==> src/rtl/refsched_pkg.sv <==
// Package: shared helpers and types for the refresh scheduler.
// Assumes: callers pass the controller clock in whole MHz.
package refsched_pkg;

    // Refresh mode selected by the burst enable input.
    typedef enum logic {
        MODE_SINGLE = 1'b0,
        MODE_BURST  = 1'b1
    } refsched_mode_e;

    // Base refresh interval in clocks: 8192 refreshes per 64 ms window.
    function automatic int unsigned refsched_base_interval(input int unsigned clk_mhz);
        return (64000 * clk_mhz) / 8192;
    endfunction

endpackage

==> src/rtl/refsched_period.sv <==
// Module: refsched_period
// Turns the base interval and mode into an effective period and a
// per-expiry credit. Purely combinational.
// Assumes: BURST_FACTOR >= 1.
module refsched_period
    import refsched_pkg::*;
#(
    parameter int IVL_W        = 16,
    parameter int BURST_FACTOR = 8,
    parameter int PER_W        = IVL_W + $clog2(BURST_FACTOR),
    parameter int CRED_W       = $clog2(BURST_FACTOR + 1)
) (
    input  logic [IVL_W-1:0]  interval,
    input  refsched_mode_e    mode,
    output logic [PER_W-1:0]  period,
    output logic [CRED_W-1:0] credit
);

    localparam int SHIFT  = $clog2(BURST_FACTOR);
    localparam bit IS_POW = ((1 << SHIFT) == BURST_FACTOR);

    logic [PER_W-1:0] stretched;

    // Pick a shift when the burst factor is a power of two, else a multiply.
    generate
        if (IS_POW) begin : g_shift
            assign stretched = PER_W'(interval) << SHIFT;
        end else begin : g_mult
            assign stretched = PER_W'(interval) * PER_W'(BURST_FACTOR);
        end
    endgenerate

    // Select period and credit size from the mode.
    always_comb begin
        if (mode == MODE_BURST) begin
            period = stretched;
            credit = CRED_W'(BURST_FACTOR);
        end else begin
            period = PER_W'(interval);
            credit = CRED_W'(1);
        end
    end

endmodule

==> src/rtl/refsched_timer.sv <==
// Module: refsched_timer
// Counts enabled clocks and pulses expire on the last cycle of each period.
// Assumes: a period of 0 is handled like 1; disable clears the count.
module refsched_timer #(
    parameter int PER_W = 19
) (
    input  logic             clk,
    input  logic             rst_n,
    input  logic             enable,
    input  logic [PER_W-1:0] period,
    output logic             expire
);

    logic [PER_W-1:0] count;
    logic [PER_W:0]   count_inc;

    // Next count value, one bit wider so the compare cannot wrap.
    assign count_inc = {1'b0, count} + {{PER_W{1'b0}}, 1'b1};

    // Expiry when this enabled edge completes the period (or overshoots it).
    assign expire = enable && (count_inc >= {1'b0, period});

    // Interval counter: cleared by reset, disable or expiry, else advances.
    always_ff @(posedge clk) begin
        if (!rst_n || !enable) begin
            count <= '0;
        end else if (expire) begin
            count <= '0;
        end else begin
            count <= count_inc[PER_W-1:0];
        end
    end

    AST_TIMER_IDLE_CLEAR: assert property (@(posedge clk) disable iff (!rst_n)
        !enable |=> (count == '0));

    AST_TIMER_RESTART: assert property (@(posedge clk) disable iff (!rst_n)
        expire |=> (count == '0));

endmodule

==> src/rtl/refsched_ledger.sv <==
// Module: refsched_ledger
// Saturating count of owed refreshes: adds credits, removes one per grant.
// Assumes: take is one refresh per asserted cycle; clear wins over all.
module refsched_ledger #(
    parameter int OWED_MAX = 16,
    parameter int CRED_W   = 4,
    parameter int OWED_W   = $clog2(OWED_MAX + 1)
) (
    input  logic              clk,
    input  logic              rst_n,
    input  logic              clear,
    input  logic [CRED_W-1:0] add,
    input  logic              take,
    output logic [OWED_W-1:0] owed,
    output logic              pending
);

    localparam int SUM_W = $clog2(OWED_MAX + (1 << CRED_W) + 1);

    logic             dec;
    logic [SUM_W-1:0] sum;
    logic [OWED_W-1:0] owed_nxt;

    // A grant counts only against a non-empty ledger.
    assign dec = take && (owed != '0);

    // Credit in, grant out, then cap at the limit.
    always_comb begin
        sum = SUM_W'(owed) + SUM_W'(add) - SUM_W'(dec);
        if (sum > SUM_W'(OWED_MAX)) begin
            owed_nxt = OWED_W'(OWED_MAX);
        end else begin
            owed_nxt = sum[OWED_W-1:0];
        end
    end

    // Ledger register.
    always_ff @(posedge clk) begin
        if (!rst_n || clear) begin
            owed <= '0;
        end else begin
            owed <= owed_nxt;
        end
    end

    // Request flag follows the ledger.
    assign pending = (owed != '0);

    AST_OWED_CAP: assert property (@(posedge clk) disable iff (!rst_n)
        owed <= OWED_W'(OWED_MAX));

    AST_TAKE_DECREMENTS: assert property (@(posedge clk) disable iff (!rst_n)
        (take && owed != '0 && add == '0 && !clear) |=> (owed == $past(owed) - 1'b1));

    AST_EMPTY_TAKE_IGNORED: assert property (@(posedge clk) disable iff (!rst_n)
        (take && owed == '0 && add == '0 && !clear) |=> (owed == '0));

    AST_CLEAR_EMPTIES: assert property (@(posedge clk) disable iff (!rst_n)
        clear |=> (owed == '0));

endmodule

==> src/rtl/refresh_scheduler.sv <==
// Module: refresh_scheduler (top)
// Raises refresh requests at a programmed interval in single or burst mode
// and tracks how many are owed until the arbiter grants them.
// Assumes: refresh_grant is one pulse per refresh actually issued.
module refresh_scheduler
    import refsched_pkg::*;
#(
    parameter int IVL_W        = 16,
    parameter int BURST_FACTOR = 8,
    parameter int OWED_MAX     = 16,
    parameter int OWED_W       = $clog2(OWED_MAX + 1)
) (
    input  logic              clk,
    input  logic              rst_n,
    input  logic              refresh_en,
    input  logic              burst_en,
    input  logic [IVL_W-1:0]  interval,
    input  logic              refresh_grant,
    output logic              refresh_req,
    output logic [OWED_W-1:0] owed_count
);

    localparam int PER_W  = IVL_W + $clog2(BURST_FACTOR);
    localparam int CRED_W = $clog2(BURST_FACTOR + 1);

    refsched_mode_e    mode;
    logic [PER_W-1:0]  period;
    logic [CRED_W-1:0] credit;
    logic [CRED_W-1:0] credit_now;
    logic              expire;

    // Mode decode from the burst enable pin.
    assign mode = burst_en ? MODE_BURST : MODE_SINGLE;

    // Credit is applied only on an expiry edge.
    assign credit_now = expire ? credit : '0;

    refsched_period #(
        .IVL_W        (IVL_W),
        .BURST_FACTOR (BURST_FACTOR),
        .PER_W        (PER_W),
        .CRED_W       (CRED_W)
    ) period_i (
        .interval (interval),
        .mode     (mode),
        .period   (period),
        .credit   (credit)
    );

    refsched_timer #(
        .PER_W (PER_W)
    ) timer_i (
        .clk    (clk),
        .rst_n  (rst_n),
        .enable (refresh_en),
        .period (period),
        .expire (expire)
    );

    refsched_ledger #(
        .OWED_MAX (OWED_MAX),
        .CRED_W   (CRED_W),
        .OWED_W   (OWED_W)
    ) ledger_i (
        .clk     (clk),
        .rst_n   (rst_n),
        .clear   (!refresh_en),
        .add     (credit_now),
        .take    (refresh_grant),
        .owed    (owed_count),
        .pending (refresh_req)
    );

    AST_IDLE_NO_REQ: assert property (@(posedge clk) disable iff (!rst_n)
        !refresh_en |=> !refresh_req);

    AST_REQ_TRACKS_OWED: assert property (@(posedge clk) disable iff (!rst_n)
        refresh_req == (owed_count != '0));

    AST_BURST_CREDIT: assert property (@(posedge clk) disable iff (!rst_n)
        (expire && burst_en && !refresh_grant && int'(owed_count) <= OWED_MAX - BURST_FACTOR)
        |=> (int'(owed_count) == int'($past(owed_count)) + BURST_FACTOR));

    AST_SINGLE_CREDIT: assert property (@(posedge clk) disable iff (!rst_n)
        (expire && !burst_en && !refresh_grant && int'(owed_count) < OWED_MAX)
        |=> (int'(owed_count) == int'($past(owed_count)) + 1));

endmodule

==> config.mk <==
export PLATFORM = sky130hd
export DESIGN_NAME = refresh_scheduler
export DESIGN_NICKNAME = d
export VERILOG_FILES = /design/src/rtl/refsched_pkg.sv /design/src/rtl/refsched_period.sv /design/src/rtl/refsched_timer.sv /design/src/rtl/refsched_ledger.sv /design/src/rtl/refresh_scheduler.sv
export SDC_FILE = /design/constraint.sdc
export NUM_CORES = 1
export LEC_CHECK = 0
export BUFFER_PORTS_ARGS = -buffer_cell sky130_fd_sc_hd__buf_2
export CORE_UTILIZATION = 25
export DETAILED_ROUTE_END_ITERATION = 8
export HOLD_SLACK_MARGIN = 0.08
export SYNTH_ARGS = -nofsm -noshare
export SYNTH_HDL_FRONTEND = slang
export SYNTH_SLANG_ARGS = --single-unit
export TNS_END_PERCENT = 1
==> constraint.sdc <==
create_clock -name clk -period 5.05 [get_ports clk]
set_clock_uncertainty 0.2 [all_clocks]
set_input_delay 0.505 -clock clk [delete_from_list [all_inputs] [get_ports clk]]
set_output_delay 0.505 -clock clk [all_outputs]
set_load 0.1 [all_outputs]
==> impl_metrics.tcl <==
set metrics [dict create \
    clock_share_of_power_pct 21.7 \
    portion_of_total_power_attributed_to_combinational_logic_pct 51.6 \
    critPathLaunchType "flop" \
    ctsHtreeMaxLevel 1 \
    finalSetupViolations 0 \
    num_vias 1589 \
    layout.filler_cells 824 \
    internal_power_w 0.0004317 \
    insertedDiodeCount 0 \
    grt.busiest_layer "met2" \
    grtUsageMet2_pct 19.76 \
    clock_latency_ns 0.27 \
    wl_per_cell_um 12.05 \
    startpoint "timer_i.count[0]" \
    number_of_buffer_cells_added_on_primary_ports 26 \
    timing.critical_path.fanout_max 5 \
    hpwl_mm 3.486 \
    fp.dieW_um 90.81 \
    row_count 32 \
    grt_setup_unrepaired "false" \
    grtUsageTotal_pct 10.87 \
    yosys_warnings 0 \
    cts.reportedPaths.clkPinSlew_ns 0.09 \
    core_region_area_sq_um 7687 \
    clock-sinks 24 \
    flow.area_growth_from_synthesis_pct 16.12 \
    power.share.sequential_pct 26.7 \
    timing.final.crit_share_pct 91.13 \
    area_used_by_sequential_logic_in_the_layout_sq_um 480.5 \
    worstMarginPinSlew_ns 0.5272 \
    die-height_um 90.81 \
    global_route.usage.met3_pct 2.609 \
    finalWirelength_mm 4.182 \
    cts-buffers-inserted 3 \
    grt_first_pass_wirelength_mm 7.279 \
    worst_slack_ns 0.4482 \
    max_freq_mhz 217.3 \
    final-max-slew-violation-count 0 \
    effective_utilization_at_floorplan_pct 25.65 \
    design.final.nets 295 \
    clock_tree_from_tritoncts "built" \
    postSynthRegisterBits 24 \
    grt_start_max_net_pins 22 \
    maximum_number_of_buffers_from_clock_root_to_sink 2 \
    power.switching_fraction_pct 44.50 \
    overflow 0 \
    vdd_ir_drop_max_mv 0.1378 \
    power.density_cell_area_nw_per_um2 339.7 \
    signal_arrival_time_at_the_worst_endpoint_ns 4.54 \
    antenna_violations_before_repair 0 \
    drcViolationCount 0 \
    hold_violations 0 \
    synth_edf_count 0 \
    vias_per_cell 4.579 \
    worst_hold_path_type "reg2reg" \
    status "completed" \
    drt_iter0_drc 27 \
    synthesis.area_sq_um 1972 \
    synth_area_per_cell_sq_um 9.004 \
    netlist_instances 219 \
    critPathKind "reg2reg" \
    timing.final.crit_period_ns 4.602 \
    post_synth_num_cell_types 44 \
    dr.pass1.iters 4 \
    critPathRequiredTime_ns 4.99 \
    post_synth_arst_share_pct 0 \
    synth_fp_nets 268 \
    synth_top_flop_cell "dfxtp_1" \
    gp_routability_congestion 0.8628 \
    synth.yosys.seq_area_share_pct 24.37 \
    post_cts_resized 0 \
    cts_setup_buffers 0 \
    preCtsSetupSlack_ns 0.3397 \
    most-common-layout-cells "ha_1 (27), buf_2 (26), dfxtp_1 (24)" \
    hp-start "timer_i.count[0]" \
    ctsRootBufferMaster "clkbuf_8" \
    post_detailed_route_count_of_antenna_violating_nets 0 \
    proportion_of_layout_cells_with_a_drive_suffix_above_1_pct 20.00 \
    slew_headroom_pct 64.85 \
    switching_power_total_w 0.0003462 \
    number_of_i_o_pins 27 \
    postCtsHoldBufs 0 \
    max_cap_violations 0 \
    grt_util_met1_pct 13.15 \
    final_common_cell "ha_1" \
    timing.setup.tns_ns 0 \
    number_of_global_route_vias_before_repair 1585 \
    multi_input_comb_area_sq_um 1424 \
    floorplan.die_area_sq_um 8246 \
    r2r_start "timer_i.count[0]" \
    timing.critical_path.to_type "flop" \
    leakage_nw 1.031 \
]
-- worst max-delay path: stages, from the launching register on --
cell and delay, ns:
dfxtp_1 0.40, ha_1 0.23, nand2_1 0.12, nor3_2 0.33, nand3_1 0.14, xnor2_1 0.16
ha_1 0.29, nand3_1 0.15, nor4_2 0.41, nand4b_1 0.23, nand3_1 0.15, nand3_1 0.09
ha_1 0.30, inv_1 0.04, ha_1 0.21, nor3b_1 0.15, a211o_1 0.30, a311oi_1 0.47
nor2_1 0.10
-- sequential cells by signal, indices dropped and copies added (netlist names) --
| register | count |
|---|---|
| timer_i.count | 19 |
| ledger_i.owed | 5 |
-- routing by layer --
metal,wire length (um),up-vias
met5,0,-
met4,34,0
met3,126,4
met2,2050,19
met1,1971,733
li1,-,833
-- logic make-up after synthesis --
logic type,Yosys count,synth area share [%]
mux,13,6.599
xor+xnor,20,8.883
flops,24,24.37
simple gates,89,28.11
fa+ha+maj,28,18.15
compound gates,27,10.09
buf+inv,18,3.807
-- final cells by class --
type	count	area share [%]
Timing Repair Buffer	27	6.011
Multi-Input combinational cell	177	62.19
Sequential cell	24	20.98
Clock inverter	1	1.311
Clock buffer	3	1.803
Tap cell	102	5.574
Inverter	13	2.131
-- power by group through the flow --
| stage | Sequential [W] | Clock, W | Combinational, W |
|---|---|---|---|
| 6_report | 0.000208 | 0.000169 | 0.000401 |
| 5_1_grt | 0.000209 | 0.000181 | 0.000444 |
| 4_1_cts | 0.000208 | 0.000173 | 0.000403 |
| 3_5_place_dp | 0.000212 | 0 | 0.000401 |
| 3_3_place_gp | 0.000212 | 0 | 0.000398 |
| 2_1_floorplan | 0.000270 | 0 | 0.000275 |
-- cells in the mapped netlist (2+ instances only) --
| library cell | count | area share, % |
|---|---|---|
| nor4_1 | 2 | 0.63 |
| xnor2_1 | 8 | 3.6 |
| o21ai_0 | 3 | 0.76 |
| a21o_1 | 4 | 1.5 |
| a21oi_1 | 9 | 2.3 |
| nand3_1 | 12 | 3.0 |
| and2b_1 | 4 | 1.5 |
| dfxtp_1 | 24 | 24 |
| nor2b_2 | 6 | 2.7 |
| a211oi_1 | 2 | 0.76 |
| ha_1 | 27 | 17 |
| nand2_1 | 18 | 3.4 |
| clkbuf_1 | 4 | 0.76 |
| a2111oi_0 | 2 | 0.89 |
| nor2_1 | 11 | 2.1 |
| and4_4 | 2 | 1.1 |
| a311oi_1 | 2 | 0.89 |
| nor2_2 | 2 | 0.63 |
| inv_1 | 13 | 2.5 |
| nor2b_4 | 2 | 1.4 |
| xor2_1 | 12 | 5.3 |
| mux2i_1 | 13 | 6.6 |
| and4_1 | 2 | 0.89 |
| and3_1 | 2 | 0.63 |
| nand4_1 | 3 | 0.95 |
| nor2b_1 | 6 | 1.9 |
| nor3b_1 | 3 | 1.1 |
| nand2b_1 | 4 | 1.3 |
| nor3_2 | 2 | 1.0 |
-- path summary, 6_finish.rpt --
check | endpoint | slack (ns) | cells after the start
worst max-delay path | ledger_i.owed[0] | 0.45 | 18
worst min-delay path | timer_i.count[0] | 0.28 | 1
worst max register to register | ledger_i.owed[0] | 0.45 | 18
worst min register to register | timer_i.count[0] | 0.28 | 1
-- stage by stage --
stage	instances	utilization (%)	total power, W	cell area [sq um]	hold slack [ns]
finish	347	29.79	0.0007779	2290	0.2823
global route	347	29.79	0.0008342	2290	0.3175
CTS	347	29.69	0.0007838	2282	0.2870
detailed placement	343	28.76	0.0006133	2211	0.2651
floorplan	219	-	0.0005452	1972	0.2426
global placement	343	28.76	0.0006101	2211	0.2572
Power figures use the tool's default switching activity.
